===== src/rtl/dma_chan_pkg.sv =====
package dma_chan_pkg;
  localparam int ADDR_W = 16;
  localparam int PROG_W = 18;
  localparam int PHYS_W = 31;
  localparam int RB_W   = 32;

  typedef enum logic [1:0] {
    SEL_CHAN  = 2'd0,
    SEL_PAGE  = 2'd1,
    SEL_HPAGE = 2'd2,
    SEL_NONE  = 2'd3
  } acc_sel_e;

  typedef struct packed {
    logic       vld;
    logic [1:0] ch;
  } page_map_t;

  // page port offset to channel
  function automatic page_map_t page_chan(input logic [2:0] off);
    page_map_t m;
    case (off)
      3'd1:    m = '{vld: 1'b1, ch: 2'd2};
      3'd2:    m = '{vld: 1'b1, ch: 2'd3};
      3'd3:    m = '{vld: 1'b1, ch: 2'd1};
      3'd7:    m = '{vld: 1'b1, ch: 2'd0};
      default: m = '{vld: 1'b0, ch: 2'd0};
    endcase
    return m;
  endfunction
endpackage


===== src/rtl/dma_byte_ptr.sv =====
module dma_byte_ptr (
  input  logic clk_i,
  input  logic rst_ni,
  input  logic clr_i,
  input  logic step_i,
  output logic ptr_o
);
  always_ff @(posedge clk_i or negedge rst_ni) begin
    if (!rst_ni)     ptr_o <= 1'b0;
    else if (clr_i)  ptr_o <= 1'b0;
    else if (step_i) ptr_o <= ~ptr_o;
  end

  assert_ptr_flip_R2: assert property (@(posedge clk_i) disable iff (!rst_ni)
    (step_i && !clr_i) |=> (ptr_o != $past(ptr_o)));
  assert_ptr_clear_R2: assert property (@(posedge clk_i) disable iff (!rst_ni)
    clr_i |=> (ptr_o == 1'b0));
endmodule


===== src/rtl/dma_chan_slot.sv =====
module dma_chan_slot import dma_chan_pkg::*; #(
  parameter int WIDE = 0
) (
  input  logic              clk_i,
  input  logic              rst_ni,
  input  logic              wr_lo_i,
  input  logic              wr_hi_i,
  input  logic              reg_cnt_i,
  input  logic [7:0]        wdata_i,
  input  logic              page_we_i,
  input  logic              hpage_we_i,
  input  logic              dir_i,
  input  logic              prog_vld_i,
  input  logic [PROG_W-1:0] prog_i,
  output logic [7:0]        page_o,
  output logic [7:0]        hpage_o,
  output logic [PHYS_W-1:0] phys_o,
  output logic [PROG_W-1:0] len_o,
  output logic [RB_W-1:0]   addr_rb_o,
  output logic [RB_W-1:0]   cnt_rb_o
);
  localparam int CUR_W = ADDR_W + WIDE;

  logic [ADDR_W-1:0] base_addr_q, base_cnt_q, reload_addr;
  logic [CUR_W-1:0]  cur_q;
  logic [PROG_W-1:0] prog_q;
  logic [RB_W-1:0]   cur_w, prog_w;

  // base address as it stands after this cycle's high-byte write
  assign reload_addr = reg_cnt_i ? base_addr_q : {wdata_i, base_addr_q[7:0]};

  always_ff @(posedge clk_i or negedge rst_ni) begin
    if (!rst_ni) begin
      base_addr_q <= '0;
      base_cnt_q  <= '0;
      cur_q       <= '0;
      prog_q      <= '0;
      page_o      <= '0;
      hpage_o     <= '0;
    end else begin
      if (wr_lo_i) begin
        if (reg_cnt_i) base_cnt_q[7:0]  <= wdata_i;
        else           base_addr_q[7:0] <= wdata_i;
      end
      if (wr_hi_i) begin
        if (reg_cnt_i) base_cnt_q[15:8]  <= wdata_i;
        else           base_addr_q[15:8] <= wdata_i;
        cur_q  <= CUR_W'(reload_addr) << WIDE;
        prog_q <= '0;
      end else if (prog_vld_i) begin
        prog_q <= (prog_i > len_o) ? len_o : prog_i;
      end
      if (page_we_i)  page_o  <= wdata_i;
      if (hpage_we_i) hpage_o <= wdata_i;
    end
  end

  assign len_o     = (PROG_W'(base_cnt_q) + PROG_W'(1)) << WIDE;
  assign phys_o    = {hpage_o[6:0], page_o, cur_q[ADDR_W-1:0]};
  assign cur_w     = RB_W'(cur_q);
  assign prog_w    = RB_W'(prog_q);
  assign addr_rb_o = dir_i ? (cur_w - prog_w) : (cur_w + prog_w);
  assign cnt_rb_o  = (RB_W'(base_cnt_q) << WIDE) - prog_w;

  assert_reload_R4: assert property (@(posedge clk_i) disable iff (!rst_ni)
    wr_hi_i |=> (prog_q == '0) && (cur_q == (CUR_W'(base_addr_q) << WIDE)));
  assert_cur_hold_R4: assert property (@(posedge clk_i) disable iff (!rst_ni)
    !wr_hi_i |=> $stable(cur_q));
  assert_prog_cap_R8: assert property (@(posedge clk_i) disable iff (!rst_ni)
    (prog_vld_i && !wr_hi_i) |=> (prog_q <= $past(len_o)));
  assert_prog_hold_R8: assert property (@(posedge clk_i) disable iff (!rst_ni)
    (!prog_vld_i && !wr_hi_i) |=> $stable(prog_q));
endmodule


===== src/rtl/dma_chan_regs.sv =====
module dma_chan_regs import dma_chan_pkg::*; #(
  parameter int NUM_CH = 4,
  parameter int WIDE   = 0
) (
  input  logic                     clk_i,
  input  logic                     rst_ni,
  input  logic                     acc_wr_i,
  input  logic                     acc_rd_i,
  input  logic [1:0]               acc_sel_i,
  input  logic [7:0]               acc_port_i,
  input  logic [7:0]               acc_wdata_i,
  output logic [7:0]               acc_rdata_o,
  input  logic                     ff_clr_i,
  input  logic [NUM_CH-1:0]        mode_dir_i,
  input  logic [NUM_CH-1:0]        prog_vld_i,
  input  logic [NUM_CH*PROG_W-1:0] prog_i,
  output logic [NUM_CH*PHYS_W-1:0] phys_addr_o,
  output logic [NUM_CH*PROG_W-1:0] xfer_len_o
);
  localparam int IDX_W = 4;

  acc_sel_e         sel;
  logic [IDX_W-1:0] idx;
  logic             ptr_q, chan_hit, chan_step, chan_wr, page_hit;
  page_map_t        pm;
  logic [7:0]       page_q  [NUM_CH];
  logic [7:0]       hpage_q [NUM_CH];
  logic [RB_W-1:0]  addr_rb [NUM_CH];
  logic [RB_W-1:0]  cnt_rb  [NUM_CH];
  logic [RB_W-1:0]  rb;
  logic [4:0]       shamt;

  assign sel       = acc_sel_e'(acc_sel_i);
  assign idx       = IDX_W'(acc_port_i >> WIDE);
  assign chan_hit  = (sel == SEL_CHAN) && (32'(idx[3:1]) < NUM_CH);
  assign chan_step = chan_hit && (acc_wr_i || acc_rd_i);
  assign chan_wr   = chan_hit && acc_wr_i;
  assign pm        = page_chan(acc_port_i[2:0]);
  assign page_hit  = pm.vld && (32'(pm.ch) < NUM_CH);

  dma_byte_ptr u_ptr (
    .clk_i  (clk_i),
    .rst_ni (rst_ni),
    .clr_i  (ff_clr_i),
    .step_i (chan_step),
    .ptr_o  (ptr_q)
  );

  for (genvar c = 0; c < NUM_CH; c++) begin : g_ch
    logic reg_me, pg_me;
    assign reg_me = chan_wr && (idx[3:1] == 3'(c));
    assign pg_me  = acc_wr_i && page_hit && (pm.ch == 2'(c));

    dma_chan_slot #(.WIDE(WIDE)) u_slot (
      .clk_i      (clk_i),
      .rst_ni     (rst_ni),
      .wr_lo_i    (reg_me && !ptr_q),
      .wr_hi_i    (reg_me && ptr_q),
      .reg_cnt_i  (idx[0]),
      .wdata_i    (acc_wdata_i),
      .page_we_i  (pg_me && (sel == SEL_PAGE)),
      .hpage_we_i (pg_me && (sel == SEL_HPAGE)),
      .dir_i      (mode_dir_i[c]),
      .prog_vld_i (prog_vld_i[c]),
      .prog_i     (prog_i[c*PROG_W +: PROG_W]),
      .page_o     (page_q[c]),
      .hpage_o    (hpage_q[c]),
      .phys_o     (phys_addr_o[c*PHYS_W +: PHYS_W]),
      .len_o      (xfer_len_o[c*PROG_W +: PROG_W]),
      .addr_rb_o  (addr_rb[c]),
      .cnt_rb_o   (cnt_rb[c])
    );
  end

  always_comb begin
    rb = '0;
    for (int c = 0; c < NUM_CH; c++) begin
      if (chan_hit && idx[3:1] == 3'(c))
        rb = idx[0] ? cnt_rb[c] : addr_rb[c];
      if (page_hit && pm.ch == 2'(c)) begin
        if (sel == SEL_PAGE)  rb = RB_W'(page_q[c]);
        if (sel == SEL_HPAGE) rb = RB_W'(hpage_q[c]);
      end
    end
  end

  // page bytes are returned unshifted
  assign shamt       = (sel == SEL_CHAN) ? (5'(WIDE) + (ptr_q ? 5'd8 : 5'd0)) : 5'd0;
  assign acc_rdata_o = 8'(rb >> shamt);

  assert_ptr_idle_R2: assert property (@(posedge clk_i) disable iff (!rst_ni)
    (acc_sel_i != 2'(SEL_CHAN) && !ff_clr_i) |=> $stable(ptr_q));
  assert_page_miss_R9: assert property (@(posedge clk_i) disable iff (!rst_ni)
    (acc_sel_i != 2'(SEL_CHAN) && !pm.vld) |-> (acc_rdata_o == 8'd0));
endmodule


===== config.mk =====
export PLATFORM = sky130hd
export DESIGN_NAME = dma_chan_regs
export DESIGN_NICKNAME = d
export VERILOG_FILES = /design/src/rtl/dma_chan_pkg.sv /design/src/rtl/dma_byte_ptr.sv /design/src/rtl/dma_chan_slot.sv /design/src/rtl/dma_chan_regs.sv
export SDC_FILE = /design/constraint.sdc
export NUM_CORES = 1
export LEC_CHECK = 0
export CAP_MARGIN = 20
export CORE_MARGIN = 3
export CORE_UTILIZATION = 35
export CTS_BUF_LIST = sky130_fd_sc_hd__clkbuf_4 sky130_fd_sc_hd__clkbuf_8 sky130_fd_sc_hd__clkbuf_16
export CTS_CLUSTER_DIAMETER = 200
export CTS_CLUSTER_SIZE = 12
export DETAILED_ROUTE_END_ITERATION = 8
export DONT_BUFFER_PORTS = 1
export HOLD_SLACK_MARGIN = 0.1
export MAX_ROUTING_LAYER = met4
export PLACE_DENSITY_LB_ADDON = 0.08
export SLEW_MARGIN = 10
export SYNTH_ARGS = -nofsm -noshare
export SYNTH_HDL_FRONTEND = slang
export SYNTH_SLANG_ARGS = --single-unit

===== constraint.sdc =====
create_clock -name clk_i -period 6.45 [get_ports clk_i]
set_input_delay 0.3225 -clock clk_i [delete_from_list [all_inputs] [get_ports clk_i]]
set_output_delay 0.3225 -clock clk_i [all_outputs]
set_load 0.02 [all_outputs]

# --- Yosys cells after proc, flatten, opt, wreduce, memory -nomap -nowiden ---
# Index checks and enable logic that the tools add are counted.
totals:
  regBits: 329
  input_bits: 103
  output_inout_bits: 204
  elab_cells: 176
classes:
  n_addsub: 16
  n_lt_le_gt_ge: 5
  eq_ne: 12
  shift: 1
  mux: 45
  n_bitwise: 2
  n_reduce_logical: 62
op_table:
  columns: ["cell", "count"]
  rows:
  - ["$mux W32", 24]
  - ["$mux W18", 12]
  - ["$sub A16 B18 Y19", 8]
  - ["$add A16 B18 Y19", 4]
  - ["$gt A18 B17 Y1", 4]
  - ["$add A16 B1 Y17 const B", 4]
  - ["$mux W16", 4]
  - ["$logic_and A1 B1 Y1", 36]
  - ["$reduce_and A2 Y1", 16]
  - ["$shr A32 B4 Y8", 1]
  - ["$eq A3 B2 Y1 const B", 4]
  - ["$pmux W3 S4", 1]
  - ["$reduce_bool A2 Y1", 5]
  - ["$mux W4", 2]
  - ["$eq A2 B2 Y1 const B", 3]
  - ["$eq A3 B1 Y1 const B", 2]
  - ["$eq A2 B1 Y1 const B", 2]
  - ["$logic_not A2 Y1", 2]
  - ["$eq A3 B3 Y1 const B", 1]
  - ["$logic_not A3 Y1", 1]
  - ["$lt A3 B3 Y1 const B", 1]
  - ["$mux W1", 2]
  - ["$not A1 Y1", 2]
  - ["$logic_not A1 Y1", 1]
  - ["$logic_or A1 B1 Y1", 1]

# --- Logic depth before layout (Yosys ltp) ---
depth:
  word_depth: 20
  mapped_depth: 19
  depth_no_buf: 18

# --- Modules after synthesis ---
# A second synthesis with hierarchy kept.
hier_totals:
  hier_cells: 3231
  area_unflattened_um2: 29280.6
by_module_without_submodules:
  columns: ["mod", "n_inst", "cells_per_inst", "area_each_um2", "seq_area_each_um2"]
  rows:
  - ["dma_chan_slot (g_ch[0].u_slot ...)", 2, 759, 6925.4, 2052.0]
  - ["dma_chan_slot (g_ch[3].u_slot)", 1, 736, 6789.0, 2052.0]
  - ["dma_chan_slot (g_ch[2].u_slot)", 1, 745, 6730.2, 2052.0]
  - ["dma_chan_regs", 1, 229, 1873.0, 0.0]
  - ["dma_byte_ptr", 1, 3, 37.5, 25.0]

# --- Least setup slack after synthesis ---
# Ideal clock, no wire load.
synth_path:
  kind: "register -> register"
  start: "reg g_ch[0].u_slot.base_cnt_q[2]"
  end: "reg g_ch[0].u_slot.prog_q[10]"
  setup_time_ps: 132
  arrival_time_ps: 3730
  required_time_ps: 6318
  path_slack_ps: 2588
  path_stages_with_launch: 18
  n_path_buf: 1
  synth_period_minus_slack_ps: 3862
  path_cell_list: "dfrtp_1 nand3_1 nor2_1 nand2_1 nor3_1 and2_1 nand4_1 xnor2_1 inv_1 ha_1 and4_1 nand3_1 o2111ai_1 o2bb2ai_1 buf_2 mux2_2 mux2i_1 nor2_1"
synth_between:
  elab_chain_len: 5
synth_lines:
  columns: ["element", "line", "text"]
  rows:
  - ["start: declaration", "dma_chan_slot.sv:24", "logic [ADDR_W-1:0] base_addr_q, base_cnt_q, reload_addr;"]
  - ["start signal: assignment", "dma_chan_slot.sv:42", "if (reg_cnt_i) base_cnt_q[7:0] <= wdata_i;"]
  - ["$add A16 B1 Y17", "dma_chan_slot.sv:58", "assign len_o = (PROG_W'(base_cnt_q) + PROG_W'(1)) << WIDE;"]
  - ["via xfer_len_o[13]", "dma_chan_regs.sv:18", "output logic [NUM_CH*PROG_W-1:0] xfer_len_o"]
  - ["$gt A18 B17 Y1", "dma_chan_slot.sv:51", "prog_q <= (prog_i > len_o) ? len_o : prog_i;"]
  - ["$mux W18", "dma_chan_slot.sv:51", null]
  - ["$mux W18", "dma_chan_slot.sv:50", "end else if (prog_vld_i) begin"]
  - ["$mux W18", "dma_chan_slot.sv:45", "if (wr_hi_i) begin"]
  - ["end signal: assignment", "dma_chan_slot.sv:51", null]
  - ["end: declaration", "dma_chan_slot.sv:26", "logic [PROG_W-1:0] prog_q;"]
# The timed path passes the listed nets, and every way through them passes these cells. The select of a mux whose other input is x is not followed.
# A chain may end at the register's enable or synchronous reset.

# --- Final worst setup path ---
layout_path:
  start: "reg g_ch[0].u_slot.prog_q[1]"
  end: "out acc_rdata_o[7]"
layout_between:
  elab_chain_len: 20
  word_cells_on_any_way: 22
  cone_classes: "3 x add/sub; 1 x shift; 18 x mux"
layout_lines:
  columns: ["element", "line", "text"]
  rows:
  - ["$add A16 B18 Y19 / $sub A16 B18 Y19 (equally long branches)", "dma_chan_slot.sv:62", "assign addr_rb_o = dir_i ? (cur_w - prog_w) : (cur_w + prog_w);"]
  - ["$mux W32", "dma_chan_slot.sv:62", null]
  - ["$mux W32 (*)", "dma_chan_regs.sv:79", "rb = idx[0] ? cnt_rb[c] : addr_rb[c];"]
  - ["$mux W32 (*)", "dma_chan_regs.sv:78", "if (chan_hit && idx[3:1] == 3'(c))"]
  - ["$mux W32", "dma_chan_regs.sv:81", "if (sel == SEL_PAGE) rb = RB_W'(page_q[c]);"]
  - ["$mux W32", "dma_chan_regs.sv:82", "if (sel == SEL_HPAGE) rb = RB_W'(hpage_q[c]);"]
  - ["$mux W32 (*)", "dma_chan_regs.sv:80", "if (page_hit && pm.ch == 2'(c)) begin"]
  - ["$mux W32 (*)", "dma_chan_regs.sv:78", null]
  - ["[4 not listed]", null, null]
  - ["$mux W32", "dma_chan_regs.sv:81", null]
  - ["$mux W32", "dma_chan_regs.sv:82", null]
  - ["$mux W32 (*)", "dma_chan_regs.sv:80", null]
  - ["$mux W32 (*)", "dma_chan_regs.sv:78", null]
  - ["$mux W32", "dma_chan_regs.sv:81", null]
  - ["$mux W32", "dma_chan_regs.sv:82", null]
  - ["$mux W32 (*)", "dma_chan_regs.sv:80", null]
  - ["$shr A32 B4 Y8 (*)", "dma_chan_regs.sv:89", "assign acc_rdata_o = 8'(rb >> shamt);"]
  - ["end: declaration", "dma_chan_regs.sv:12", "output logic [7:0] acc_rdata_o,"]
# Every way passes the cells marked *; elsewhere a longest branch is shown, timed or not.

==> flow_summary.ini <==
[routing]
wirelength_mm = 99.9
routed_via_density = 5.77
wire_per_inst_um = 26.3
ant_nets = 0
dr_total_vias = 21916
drt_iter0_drc = 1454
drtPass1Iterations = 5
drc = 0

[timing]
hold_ws_ns = -0.550
tightest_slew_ns = 2.05
min_period_ns = 5.23
fin_worst_skew_ns = 0.0435
slew_headroom_pct = -36.8
hold_viol_final = 321
slew_viol_final = 136
rsz0062_at_grt = false
setup-violations-final = 0
fmax_mhz = 191
final.period_utilization_pct = 81.2
tns_ns = 0

[global_route]
grt-busiest-layer = met2
grt_pass1_vias = 21744
antenna_found_initial = 6
grtUsageMet2_pct = 41.4
use_met1_pct = 33.7
grt_overflow = 0
grt_max_degree = 322
grtUsageTotal_pct = 25.9
grt_pass1_wl_mm = 147
use_met3_pct = 4.65

[critical_path]
critPathMaxFanout = 5
end_kind = output port
worstPathRequired_ns = 6.13
cp_common_cell = o31ai_1
cp.arrival_ns = 4.91
slowest_delay_ns = 1.02
ff2ff_path_depth = 17
critPathKind = flip-flop to output port
crit_chain = inv_1, ha_1, nor2b_1, o31a_1, o21ai_1, o31ai_1, a2111oi_0, o211ai_1, a31o_2, a21boi_0, o31ai_1, nor3_1
cp-start-kind = flip-flop
slowest_stage = nor3_1

[floorplanning]
start_util_pct = 35.7
dieArea_um2 = 76800
io_pins = 307
die_width_um = 277
fp-row-count = 98
core_area_um2 = 72100
die_height_um = 277

[pwr]
switching_share_pct = 39.4
combPwrFrac_pct = 35.9
p_sw_mw = 2.60
power_frac_seq_pct = 39.3
clkPwrFrac_pct = 24.9
total_power_mw = 6.61
p_int_mw = 4.01
ir_drop_uv = 157
powerDensity_nw_per_um2 = 235
p_leak_nw = 12.8

[layout]
final_cell_mix = dfrtp_1, ha_1, mux2_2
num-nets-final = 3213
fillCellCount = 7278
seq_area_um2 = 8030
fin_cells = 3797
final_common_cell = dfrtp_1
area_delta_synth_final_pct = 9.52
drive_above_1_share_pct = 11.0
multiInputGateArea_um2 = 16300

[clock_tree]
hold_buffers = 86
insertion_delay_ns = 0.63
cts_buffers = 30
cts.sinks = 321
cts_setup_buffers = 0
cts_tree = done
cts_root_buf = clkbuf_16
clockBufferDepth = 3
cts_resized = 0
clk_pin_slew_ns = 0.07
htree_levels = 1

[synth]
ys_ff_latch = 321
synth_seq_area_share_pct = 31.2
synth-edff-count = 0
synthesis.area_um2 = 25700
synthArstFlopShare_pct = 100
ys.flop_type = dfrtp_1
ys_warn_count = 0
netlist_instances = 2846
synth.avg_cell_area_um2 = 9.04
ys_types = 82

[status]
violations = hold timing, slew limit
status = finished with violations

[placement]
place_hpwl_mm = 72.9
place_congestion = 0.880
io_buffers = 0
dp_cells = 3675

[flow_run]
max_cap_viol_count = 0

[hold_path]
hp-class = input pin to async pin
==> cell families (layout without fill, tap and decap cells) <==
| logic type | count (synthesis) | in the layout | share of synthesized area, % |
|---|---|---|---|
| compound gates | 705 | 705 | 17.8 |
| buf+inv | 343 | 339 | 5.51 |
| fa+ha+maj | 265 | 265 | 13.2 |
| xor+xnor | 158 | 158 | 5.38 |
| mux | 309 | 309 | 13.2 |
| other cells | 1 | 6 | 0.0146 |
| simple gates | 744 | 744 | 13.6 |
| flops | 321 | 321 | 31.2 |
==> power by group through the flow <==
stage                     sequential (mW)  combinational [mW]  clock, mW
after floorplan                      2.46                1.79          0
after global placement               2.63                2.22          0
after detailed placement             2.64                2.24          0
after CTS                            2.60                2.37       1.70
after global routing                 2.62                2.60       1.76
final                                2.60                2.37       1.64
==> cells in the mapped netlist, types with 12 or more instances <==
library cell | count | area (um^2)
o22ai_1 | 33 | 206
or3_1 | 27 | 169
ha_1 | 253 | 3170
o31ai_1 | 23 | 173
nand2_1 | 202 | 758
nand2b_1 | 39 | 244
nand4_1 | 14 | 87.6
dfrtp_1 | 321 | 8030
a211oi_1 | 17 | 128
nor3_1 | 48 | 240
fa_1 | 12 | 240
xor2_1 | 56 | 490
mux2_2 | 231 | 2600
o211ai_1 | 30 | 225
a21oi_1 | 190 | 951
nor2_1 | 224 | 841
a31oi_1 | 17 | 106
o21ai_0 | 154 | 771
and3_1 | 20 | 125
nor4_1 | 15 | 93.8
mux2i_1 | 77 | 771
a22oi_1 | 36 | 270
nand3_1 | 70 | 350
nor2b_1 | 41 | 257
o21bai_1 | 15 | 113
buf_4 | 32 | 240
xnor2_1 | 102 | 893
inv_1 | 204 | 766
a21o_1 | 32 | 240
o21a_1 | 36 | 270
clkbuf_1 | 86 | 323
==> layout make-up <==
class	count	share of cell area, %
Multi-Input combinational cell	2185	57.9
Antenna cell	2	0.0178
Clock buffer	30	2.66
Tap cell	950	4.22
Timing Repair Buffer	102	3.85
Sequential cell	321	28.5
Inverter	205	2.73
Clock inverter	2	0.0755
==> stage by stage <==
step	hold slack (ns)	setup WS, ns	util, %	cell area, um^2
2_1_floorplan	0.0269	2.59	-	25700
3_3_place_gp	0.0511	1.90	36.6	26400
3_5_place_dp	0.0530	1.89	36.6	26400
4_1_cts	-0.608	1.33	39.1	28200
5_1_grt	-0.596	0.919	39.1	28200
6_report	-0.550	1.22	39.1	28200
==> registers in the layout (all words and copies together), names as in the netlist <==
register                 flops
u_ptr.ptr_o                  1
g_ch.u_slot.base_cnt_q      64
g_ch.u_slot.prog_q          64
g_ch.u_slot.hpage_o         32
g_ch.u_slot.cur_q           64
g_ch.u_slot.base_addr_q     64
g_ch.u_slot.page_o          32
==> routing by layer <==
layer	part of all wire, %	routed length [um]	vias up
met4	3.2	3230	0
met2	46	46300	613
met3	6.0	6000	130
li1	-	-	10150
met1	44	44400	11023
met5	0	0	-
==> worst paths after layout <==
check                                              start                              to  slack, ns
setup / recovery                g_ch[0].u_slot.prog_q[1]                  acc_rdata_o[7]       1.22
hold / removal                                    rst_ni         g_ch[0].u_slot.cur_q[6]      -0.55
setup reg to reg            g_ch[3].u_slot.base_cnt_q[2]        g_ch[3].u_slot.prog_q[1]       1.44
hold reg to reg            g_ch[2].u_slot.base_addr_q[3]         g_ch[2].u_slot.cur_q[3]       0.46
max in group asynchronous                         rst_ni  g_ch[0].u_slot.base_addr_q[14]       5.41
min in group clk_i                        acc_wdata_i[6]       g_ch[3].u_slot.hpage_o[6]       0.13
==> worst max-delay path: cells and delay by family, from the launching register on <==
| family | cells | cell delay [ns] |
|---|---|---|
| AO/OA/AOI/OAI | 8 | 2.14 |
| AND/OR/NAND/NOR | 2 | 1.17 |
| flip-flops | 1 | 0.54 |
| adder cells (fa/ha/maj) | 1 | 0.31 |
| buffers and inverters | 1 | 0.16 |
(Power assumes the default switching activity.)
